--- src/rtl/tmr_core.sv ---
module tmr_core #(
  parameter int DW   = 8,
  parameter int AW   = 2,
  parameter int HOLD = 2
) (
  input  logic          clk,
  input  logic          rst_n,
  input  logic          inc_tick,
  input  logic          wr_en,
  input  logic          rd_en,
  input  logic [AW-1:0] addr,
  input  logic [DW-1:0] wdata,
  output logic [DW-1:0] rdata,
  output logic          irq
);
  localparam int HW = $clog2(HOLD + 1);
  localparam int RUN_B = DW - 1;
  localparam int NAR_B = DW - 2;
  localparam int IE_B  = DW - 3;
  localparam logic [AW-1:0] A_CTRL = AW'(0);
  localparam logic [AW-1:0] A_LO   = AW'(1);
  localparam logic [AW-1:0] A_BUF  = AW'(2);
  localparam logic [AW-1:0] A_FLAG = AW'(3);

  logic          run_q, nar_q, ie_q, flag_q;
  logic [DW-1:0] lo_q, hi_q, buf_q;
  logic [HW-1:0] hold_q;

  wire wr_ctrl = wr_en && addr == A_CTRL;
  wire wr_lo   = wr_en && addr == A_LO;
  wire wr_buf  = wr_en && addr == A_BUF;
  wire wr_flag = wr_en && addr == A_FLAG;
  wire rd_lo   = rd_en && addr == A_LO;

  wire step = run_q && inc_tick && hold_q == '0 && !wr_lo;
  wire lo_max = &lo_q;
  wire hi_max = &hi_q;
  wire ovf = step && lo_max && (nar_q || hi_max);

  assign irq = flag_q && ie_q;

  always_ff @(posedge clk or negedge rst_n) begin
    if (!rst_n) begin
      run_q <= 1'b0;
      nar_q <= 1'b0;
      ie_q  <= 1'b0;
    end else if (wr_ctrl) begin
      run_q <= wdata[RUN_B];
      nar_q <= wdata[NAR_B];
      ie_q  <= wdata[IE_B];
    end
  end

  always_ff @(posedge clk or negedge rst_n) begin
    if (!rst_n) begin
      lo_q <= '0;
      hi_q <= '0;
    end else if (wr_lo) begin
      lo_q <= wdata;
      hi_q <= buf_q;
    end else if (step) begin
      lo_q <= lo_q + 1'b1;
      if (!nar_q && lo_max) hi_q <= hi_q + 1'b1;
    end
  end

  always_ff @(posedge clk or negedge rst_n) begin
    if (!rst_n)      buf_q <= '0;
    else if (wr_buf) buf_q <= wdata;
    else if (rd_lo)  buf_q <= hi_q;
  end

  always_ff @(posedge clk or negedge rst_n) begin
    if (!rst_n)                         hold_q <= '0;
    else if (wr_lo)                     hold_q <= HW'(HOLD);
    else if (inc_tick && hold_q != '0)  hold_q <= hold_q - 1'b1;
  end

  always_ff @(posedge clk or negedge rst_n) begin
    if (!rst_n)                     flag_q <= 1'b0;
    else if (ovf)                   flag_q <= 1'b1;
    else if (wr_flag && !wdata[0])  flag_q <= 1'b0;
  end

  always_comb begin
    rdata = '0;
    case (addr)
      A_CTRL: begin
        rdata[RUN_B] = run_q;
        rdata[NAR_B] = nar_q;
        rdata[IE_B]  = ie_q;
      end
      A_LO:    rdata = lo_q;
      A_BUF:   rdata = buf_q;
      default: rdata[0] = flag_q;
    endcase
  end

  p_stopped_hold_r2: assert property (@(posedge clk) disable iff (!rst_n)
    (!run_q && !wr_lo) |=> ($stable(lo_q) && $stable(hi_q)));

  p_wrap16_r3: assert property (@(posedge clk) disable iff (!rst_n)
    (run_q && !nar_q && inc_tick && hold_q == '0 && !wr_lo && lo_max && hi_max)
    |=> (flag_q && lo_q == '0 && hi_q == '0));

  p_hi_hold_r4: assert property (@(posedge clk) disable iff (!rst_n)
    (nar_q && !wr_lo) |=> $stable(hi_q));

  p_snapshot_r5: assert property (@(posedge clk) disable iff (!rst_n)
    (rd_lo && !wr_buf) |=> (buf_q == $past(hi_q)));

  p_atomic_load_r6: assert property (@(posedge clk) disable iff (!rst_n)
    wr_lo |=> (lo_q == $past(wdata) && hi_q == $past(buf_q)));

  p_holdoff_r8: assert property (@(posedge clk) disable iff (!rst_n)
    (hold_q != '0 && !wr_lo) |=> ($stable(lo_q) && $stable(hi_q)));

  p_sticky_r9: assert property (@(posedge clk) disable iff (!rst_n)
    (flag_q && !(wr_flag && !wdata[0])) |=> flag_q);

  p_irq_gate_r11: assert property (@(posedge clk) disable iff (!rst_n)
    irq |-> (flag_q && ie_q));
endmodule

--- config.mk ---
export PLATFORM = sky130hd
export DESIGN_NAME = tmr_core
export DESIGN_NICKNAME = d
export VERILOG_FILES = /design/src/rtl/tmr_core.sv
export SDC_FILE = /design/constraint.sdc
export NUM_CORES = 1
export LEC_CHECK = 0
export ABC_AREA = 1
export BUFFER_PORTS_ARGS = -buffer_cell sky130_fd_sc_hd__buf_2
export CAP_MARGIN = 0
export CORE_MARGIN = 2
export CORE_UTILIZATION = 44
export DETAILED_ROUTE_END_ITERATION = 6
export GPL_ROUTABILITY_DRIVEN = 0
export PLACE_DENSITY_LB_ADDON = 0.1
export SLEW_MARGIN = 20
export SYNTH_ARGS = -nofsm -noshare
export SYNTH_HDL_FRONTEND = slang
export SYNTH_SLANG_ARGS = --single-unit
export TNS_END_PERCENT = 30
--- constraint.sdc ---
create_clock -name clk -period 2.21 [get_ports clk]
set_input_delay 0.442 -clock clk [delete_from_list [all_inputs] [get_ports clk]]
set_output_delay 0.442 -clock clk [all_outputs]
set_load 0.05 [all_outputs]
==> reports/metrics.cfg, run 1 <==
[final_layout]
seq_area_sq_um=751
final_area_sq_um=2260
drive_gt1_frac=0.168
area_growth_pct=13.2
finalNetCount=326
multi_input_area_sq_um=1080
antenna_cells=0
n_fill_cell=437

[detailed_routing]
routedWlPerCell_microns=13.8
drtIter0Drc=131
via_count=1831
dr.pass1.iters=4
drc=0
vias_per_cell=5.14
ant_nets=0
wirelength_microns=4920

[sta]
tightest_slew_ns=0.718
min_period_ns=2.07
setup_tns_ns=0
fmax_ghz=0.484
hold_viol_final=0
drv_slew=0
grt_setup_unrepaired=no
fin_skew_ns=0.00534
setup-violations-final=0
timing.final.crit_share=0.935
worst_slew_margin_rel=0.522

[cts]
clock_latency_ns=0.28
holdBufCountCts=0
clkTransAtPathRegs_ns=0.07
cts_tree=done
cts.sinks=30
cts_buffer_depth=2
cts_buffers=5
cts.htree.levels=2
cts_root_buffer=clkbuf_8
postCtsSetupRepairBufs=0
cts_resized=0

[setup_path]
cp-start-kind=input pin
slowest_delay_ns=0.43
crit_fanout=10
arrival_ns=1.62
required_ns=1.77
cp-end-kind=output port
cp_cell_sequence=buf_2 > inv_1 > ha_1 > nand2_1 > nand3_1 > nand2_1 > inv_1 > buf_2
critPathKind=input pin to output port
crit_path_top_delay_cell=ha_1

[global_routing]
grt_max_degree=31
overflow=0
grt_pass1_wl_microns=8480
grt_pass1_vias=1729
gr-usage-all-layers=0.212
antenna_found_initial=0

[power]
power_density_nw_per_um2=906
p_leak_nw=1.16
peakVddDrop_mv=0.451

[synth]
postSynthCellCount=275
yosys.area_share.adder=0.0501
synth_top_area_share=0.376
synth_ff_type=dfrtp_1
yosysTopAreaCell=dfrtp_1
post-synth-top-count-cell=nand2_1
synth-seq-cells=30
yosys.area_share.simple=0.353
yosysSeqAreaShare=0.376
async_flop_share=1.00
avgSynthCellArea_sq_um=7.26
synth-edff-count=0
synth-compound-area-share=0.120
yosys_warnings=0
synth.distinct_cells=32
synth_top_family_by_area=simple AND/OR/NAND/NOR gates
synth-xor-area-share=0.0132
ys_top_cells_by_area=dfrtp_1, nand2_1, nand3_1
synthesis.area_sq_um=2000
synth_commonest_cells=nand2_1, inv_1, dfrtp_1
synth_nets=298
synth_mux_area_frac=0.00564

[place]
post-dp-hpwl_microns=3690
io_buffers=23
placed_area_sq_um=2170

[floorplanning]
core_region_area_sq_um=4350
ioPinCount=24
fp-row-count=24
die_y_microns=71.4
start_util=0.459
die_w_microns=71.4
design.die.area_sq_um=5090

[job]
maxCapViolCount=0

[run_status]
status=finished, final reports clean

[hold_path]
min_path_type=input pin to async pin

worst paths after layout:
kind | startpoint | end | slack [ns] | cells past startpoint
worst max-delay path | addr[1] | rdata[6] | 0.14 | 8
worst min-delay path | rst_n | lo_q[3]$_DFFE_PN0P_ | 0.21 | 1
worst max register to register | hold_q[0]$_DFFE_PN0P_ | hi_q[3]$_DFFE_PN0P_ | 0.72 | 8
worst min register to register | hold_q[1]$_DFFE_PN0P_ | hold_q[1]$_DFFE_PN0P_ | 0.52 | 2
max in group asynchronous | rst_n | hi_q[5]$_DFFE_PN0P_ | 1.54 | 1
min in group clk | wdata[3] | buf_q[3]$_DFFE_PN0P_ | 0.40 | 3
cells in the final DEF, fill, tap and decap left out, types with 2 or more instances in the layout:
cell type and count:
o311ai_0 3, nand2_1 95, nand4_1 5, nand3_2 2
xnor2_1 2, nand3_1 29, nand2_2 2, nand2_4 2
o21ai_0 15, nor2_1 13, ha_1 8, buf_4 3
inv_1 33, buf_2 23, dfrtp_1 30, nor2_2 2
o211ai_1 3, o21ai_2 3, clkbuf_8 6, a21oi_1 9
o21bai_1 2, o22ai_1 2
final cells by class:
class	instances	share of cell area
Clock buffer	7	0.0382
Clock inverter	1	0.00221
Inverter	35	0.0592
Multi-Input combinational cell	205	0.478
Sequential cell	30	0.332
Tap cell	52	0.0288
Timing Repair Buffer	26	0.0609
per-layer routing:
layer,wire [microns],global-route usage,vias to the layer above
met5,0,0,-
met4,53,0.0692,0
met3,169,0.0352,9
met2,2270,0.326,43
met1,2430,0.304,830
li1,-,-,949
power by group:
group / switching, mW / internal, mW / total, mW
Combinational: 0.404 / 0.255 / 0.660
Sequential: 0.201 / 0.716 / 0.917
Clock: 0.219 / 0.251 / 0.470
flip-flops by register name, summed over array words and instances (netlist names):
register / cells
lo_q: 8
hi_q: 8
run_q: 1
buf_q: 8
flag_q: 1
hold_q: 2
ie_q: 1
nar_q: 1
per-stage QoR:
stage               total power, mW  utilization  instances  setup slack, ns  hold slack (ns)
floorplan                      1.40            -        275            0.125            0.146
global placement               1.57        0.498        348            0.198            0.492
detailed placement             1.58        0.498        348            0.159            0.503
CTS                            2.06        0.519        356            0.151            0.235
global route                   2.22        0.519        356           0.0670            0.272
finish                         2.05        0.519        356            0.144            0.210
logic make-up (layout without fill, tap and decap cells):
logic type / after synthesis / after routing
simple gates: 154 / 154
xor+xnor: 3 / 3
compound gates: 39 / 39
flops: 30 / 30
mux: 1 / 1
buf+inv: 40 / 69
fa+ha+maj: 8 / 8
critical path, delay by kind of cell:
family        cells  cell delay, ns
fa+ha+maj         1            0.43
simple gates      3            0.27
buf+inv           4            0.49
No activity file was read; power rests on OpenSTA's default activity.
==> inputs of run 2 (changes only) <==
Settings changed: CORE_ASPECT_RATIO from default to 1.75.
==> reports/metrics.cfg, run 2 (synthesis gave the netlist of run 1 again) <==
[sta]
fin_skew_ns=0.00239  ; -0.00295 ns
min_period_ns=2.07  ; -0.000502 ns
hold_viol_final=0  ; unchanged
worst_slack_ns=0.145  ; +0.000502 ns
grt_setup_unrepaired=no
drv_slew=0  ; unchanged
timing.final.crit_share=0.935  ; about the same
worst_slew_margin_rel=0.533  ; +0.0117
tightest_slew_ns=0.700  ; -0.0175 ns
setup_tns_ns=0  ; unchanged
setup-violations-final=0  ; unchanged
fmax_ghz=0.484  ; about the same

[power]
total_power_mw=2.04  ; -0.54%
p_leak_nw=1.16  ; -0.45%
power_density_nw_per_um2=904  ; -0.16%
peakVddDrop_mv=0.533  ; +18%

[detailed_routing]
via_count=1842  ; +0.60%
drtIter0Drc=63  ; -52%
dr.pass1.iters=4  ; unchanged
drc=0  ; unchanged
routedWlPerCell_microns=14.5  ; +5.0%
ant_nets=0  ; unchanged
wirelength_microns=5140  ; +4.4%
vias_per_cell=5.20  ; +1.2%

[cts]
postCtsSetupRepairBufs=0  ; unchanged
cts_tree=done
cts_resized=0  ; unchanged
cts_root_buffer=clkbuf_8
clock_latency_ns=0.28  ; about the same
holdBufCountCts=0  ; unchanged
cts.sinks=30  ; unchanged
cts_buffer_depth=2  ; unchanged
clkTransAtPathRegs_ns=0.06  ; about the same
cts_buffers=5  ; unchanged
cts.htree.levels=2  ; unchanged

[setup_path]
crit_path_top_delay_cell=ha_1
arrival_ns=1.62  ; about the same
slowest_delay_ns=0.41  ; -0.02 ns
cp-end-kind=output port
crit_family=buffers and inverters
critPathBufInv=3  ; -1
cp-start-kind=input pin
critPathKind=input pin to output port
critPathMostFrequentCell=buf_2
cp_cell_sequence=buf_2 > inv_1 > ha_1 > nand2_1 > a21oi_1 > buf_2
required_ns=1.77  ; about the same
worst-r2r-setup-slack_ns=0.70  ; -0.02 ns
crit_fanout=10  ; unchanged

[floorplanning]
start_util=0.453  ; -0.00521
die_w_microns=54.9  ; -23%
die_y_microns=93.1  ; +30%
fp-row-count=32  ; +33%
core_region_area_sq_um=4400  ; +1.1%
design.die.area_sq_um=5110  ; +0.43%
ioPinCount=24  ; unchanged

[place]
dp.cells=346  ; -0.57%
io_buffers=23  ; unchanged
post-dp-hpwl_microns=4000  ; +8.3%
pre_cts_ws_ns=0.139  ; -0.0200 ns

[final_layout]
instances_no_fill=354  ; -0.56%
mostFrequentLayoutCells=nand2_1, inv_1, dfrtp_1
reg_top3=buf_q (8), hi_q (8), lo_q (8)
finalNetCount=325  ; -0.31%
antenna_cells=0  ; unchanged
drive_gt1_frac=0.165  ; -0.00275
area_growth_pct=12.7
mostFrequentLayoutCell=nand2_1
post-route-util=0.511  ; -0.00789

[global_routing]
grt_pass1_vias=1890  ; +9.3%
gr-usage-all-layers=0.235  ; +0.0233
grt_max_degree=31  ; unchanged
antenna_found_initial=0  ; unchanged
overflow=0  ; unchanged
grt_pass1_wl_microns=8780  ; +3.6%

[job]
maxCapViolCount=0  ; unchanged

[run_status]
status=finished, final reports clean

[hold_path]
min_path_type=input pin to async pin

-- run 2: cell types whose count changed in the layout (fill, tap and decap cells not counted), sizes merged --
cell  change
buf       -1
-- run 2: area by class of cell --
class                      instances  area (sq um)
sequential                        30           751
clock buffer                       7          86.3
clock inverter                     1          5.00
inverter                          35           134
fill                             468          2150
tap                               51          63.8
timing repair buffer              25           130
multi-input combinational        205          1080
-- run 2: through the flow --
stage	instance area [sq um]	hold slack, ns
2_1_floorplan	2000	0.146
3_3_place_gp	2160	0.486
3_5_place_dp	2160	0.490
4_1_cts	2250	0.231
5_1_grt	2250	0.252
6_report	2250	0.204
-- run 2: path summary, 6_finish.rpt --
kind / startpoint / endpoint / cells past startpoint
max in group asynchronous: rst_n / buf_q[1]$_DFFE_PN0P_ / 1
worst min-delay path: rst_n / lo_q[7]$_DFFE_PN0P_ / 1
worst min register to register: hold_q[1]$_DFFE_PN0P_ / hold_q[1]$_DFFE_PN0P_ / 2
min in group clk: wdata[1] / lo_q[1]$_DFFE_PN0P_ / 3
worst max register to register: hold_q[0]$_DFFE_PN0P_ / hi_q[4]$_DFFE_PN0P_ / 8
worst max-delay path: addr[1] / rdata[2] / 6
-- run 2: power breakdown --
part | switching (mW) | internal [mW]
Clock | 0.210 | 0.251
Sequential | 0.202 | 0.716
Combinational | 0.404 | 0.252
Total | 0.816 | 1.22
-- run 2: layer usage --
metal	track usage	part of all wire	up-vias
met2	0.419	0.54	41
met4	0.0935	0.024	0
met3	0.0351	0.035	11
met1	0.264	0.41	841
li1	-	-	949
met5	0	0	-
==> inputs of run 3 (changes only) <==
Settings changed: BUFFER_PORTS_ARGS -buffer_cell sky130_fd_sc_hd__buf_2 to -buffer_cell sky130_fd_sc_hd__buf_4.
==> reports/metrics.cfg, run 3 (synthesis gave the netlist of run 1 again) <==
[place]
post-dp-hpwl_microns=3980  ; -0.34%
io_buffers=23  ; unchanged
pre_cts_ws_ns=0.214  ; +0.0752 ns
placed_area_sq_um=2230  ; +3.4%

[final_layout]
antenna_cells=0  ; unchanged
area_growth_pct=16.4
finalNetCount=327  ; +0.62%
drive_gt1_frac=0.170  ; +0.00548
mostFrequentLayoutCell=nand2_1
mostFrequentLayoutCells=nand2_1, inv_1, dfrtp_1
final_area_sq_um=2320  ; +3.2%
reg_top3=buf_q (8), hi_q (8), lo_q (8)

[power]
peakVddDrop_mv=0.584  ; +9.4%
p_leak_nw=1.18  ; +2.1%
power_density_nw_per_um2=890  ; -1.6%
total_power_mw=2.07  ; +1.6%

[detailed_routing]
ant_nets=0  ; unchanged
drc=0  ; unchanged
dr.pass1.iters=6  ; +2
routedWlPerCell_microns=14.3  ; -1.6%
vias_per_cell=5.10  ; -2.0%
drtIter0Drc=45  ; -29%
via_count=1815  ; -1.5%
wirelength_microns=5090  ; -1.1%

[global_routing]
overflow=0  ; unchanged
grt_pass1_wl_microns=8380  ; -4.6%
gr-usage-all-layers=0.227  ; -0.00853
antenna_found_initial=0  ; unchanged
grt_max_degree=31  ; unchanged
grt_pass1_vias=1821  ; -3.7%

[sta]
min_period_ns=1.99  ; -0.0780 ns
fin_skew_ns=0.00885  ; +0.00646 ns
drv_slew=0  ; unchanged
hold_viol_final=0  ; unchanged
setup_tns_ns=0  ; unchanged
worst_slew_margin_rel=0.722  ; +0.189
worst_slack_ns=0.223  ; +0.0780 ns
fmax_ghz=0.503  ; +3.9%
tightest_slew_ns=0.416  ; -0.284 ns
timing.final.crit_share=0.899  ; -0.0353
grt_setup_unrepaired=no
setup-violations-final=0  ; unchanged

[setup_path]
cp-end-kind=output port
required_ns=1.77  ; about the same
cp-start-kind=input pin
arrival_ns=1.55  ; -0.07 ns
crit_fanout=10  ; unchanged
slowest_delay_ns=0.41  ; about the same
critPathMostFrequentCell=buf_4
cp_cell_sequence=buf_4 > inv_1 > ha_1 > nand2_1 > a21oi_1 > buf_4
crit_path_top_delay_cell=ha_1
critPathKind=input pin to output port

[cts]
clock_latency_ns=0.29  ; about the same
cts_tree=done
cts.sinks=30  ; unchanged
cts_buffers=5  ; unchanged
cts_buffer_depth=2  ; unchanged
cts.htree.levels=2  ; unchanged
holdBufCountCts=0  ; unchanged
cts_resized=0  ; unchanged
postCtsSetupRepairBufs=0  ; unchanged
clkTransAtPathRegs_ns=0.07  ; about the same
cts_root_buffer=clkbuf_8

[floorplanning]
ioPinCount=24  ; unchanged
core_region_area_sq_um=4400  ; unchanged
fp-row-count=32  ; unchanged
design.die.area_sq_um=5110  ; unchanged
start_util=0.453  ; unchanged
die_w_microns=54.9  ; unchanged
die_y_microns=93.1  ; unchanged

[run_status]
status=finished, final reports clean

[job]
maxCapViolCount=0  ; unchanged

[hold_path]
min_path_type=input pin to async pin

==> run 3: cell count changes in the layout (fill, tap and decap cells not counted) <==
cell | before | now
buf_4 | 2 | 27
buf_2 | 23 | 0
==> run 3: power breakdown <==
| group | leakage, nW | switching, mW | internal [mW] | total, mW |
|---|---|---|---|---|
| clock network | 0.0482 | 0.222 | 0.251 | 0.473 |
| registers | 0.375 | 0.198 | 0.716 | 0.914 |
| logic | 0.760 | 0.406 | 0.275 | 0.681 |
==> run 3: area by class of cell <==
cell class	instances	area [sq um]
fillers	448	2080
multi-input cells	205	1080
flip-flops and latches	30	751
repair buffers	27	203
inverters	35	134
clock buffers	7	86.3
well taps	51	63.8
clock inverters	1	5.00
==> run 3: final timing paths <==
check                      cells past startpoint                  start  slack [ns]                     to
setup / recovery                               6                addr[1]        0.22               rdata[2]
hold / removal                                 1                  rst_n        0.08    lo_q[7]$_DFFE_PN0P_
setup reg to reg                               8  hold_q[0]$_DFFE_PN0P_        0.74    hi_q[7]$_DFFE_PN0P_
hold reg to reg                                2  hold_q[1]$_DFFE_PN0P_        0.52  hold_q[1]$_DFFE_PN0P_
max in group asynchronous                      1                  rst_n        1.83   buf_q[5]$_DFFE_PN0P_
min in group clk                               3               wdata[7]        0.39    lo_q[7]$_DFFE_PN0P_
==> run 3: layer usage <==
metal	vias up	GRT usage	wire, microns
li1	949	-	-
met1	821	0.252	2100
met2	34	0.407	2740
met3	11	0.0399	145
met4	0	0.0813	107
met5	-	0	0
==> run 3: per-stage QoR <==
| stage | utilization | hold WS, ns | instances |
|---|---|---|---|
| 2_1_floorplan | - | 0.146 | 275 |
| 3_3_place_gp | 0.507 | 0.407 | 348 |
| 4_1_cts | 0.528 | 0.0983 | 356 |
| 6_report | 0.528 | 0.0760 | 356 |
| 5_1_grt | 0.528 | 0.111 | 356 |
| 3_5_place_dp | 0.507 | 0.405 | 348 |
==> run 3: critical path, delay by kind of cell <==
family | cells | cell delay (ns)
AO/OA/AOI/OAI | 1 | 0.18
adder cells (fa/ha/maj) | 1 | 0.41
buffers and inverters | 3 | 0.42
AND/OR/NAND/NOR | 1 | 0.09
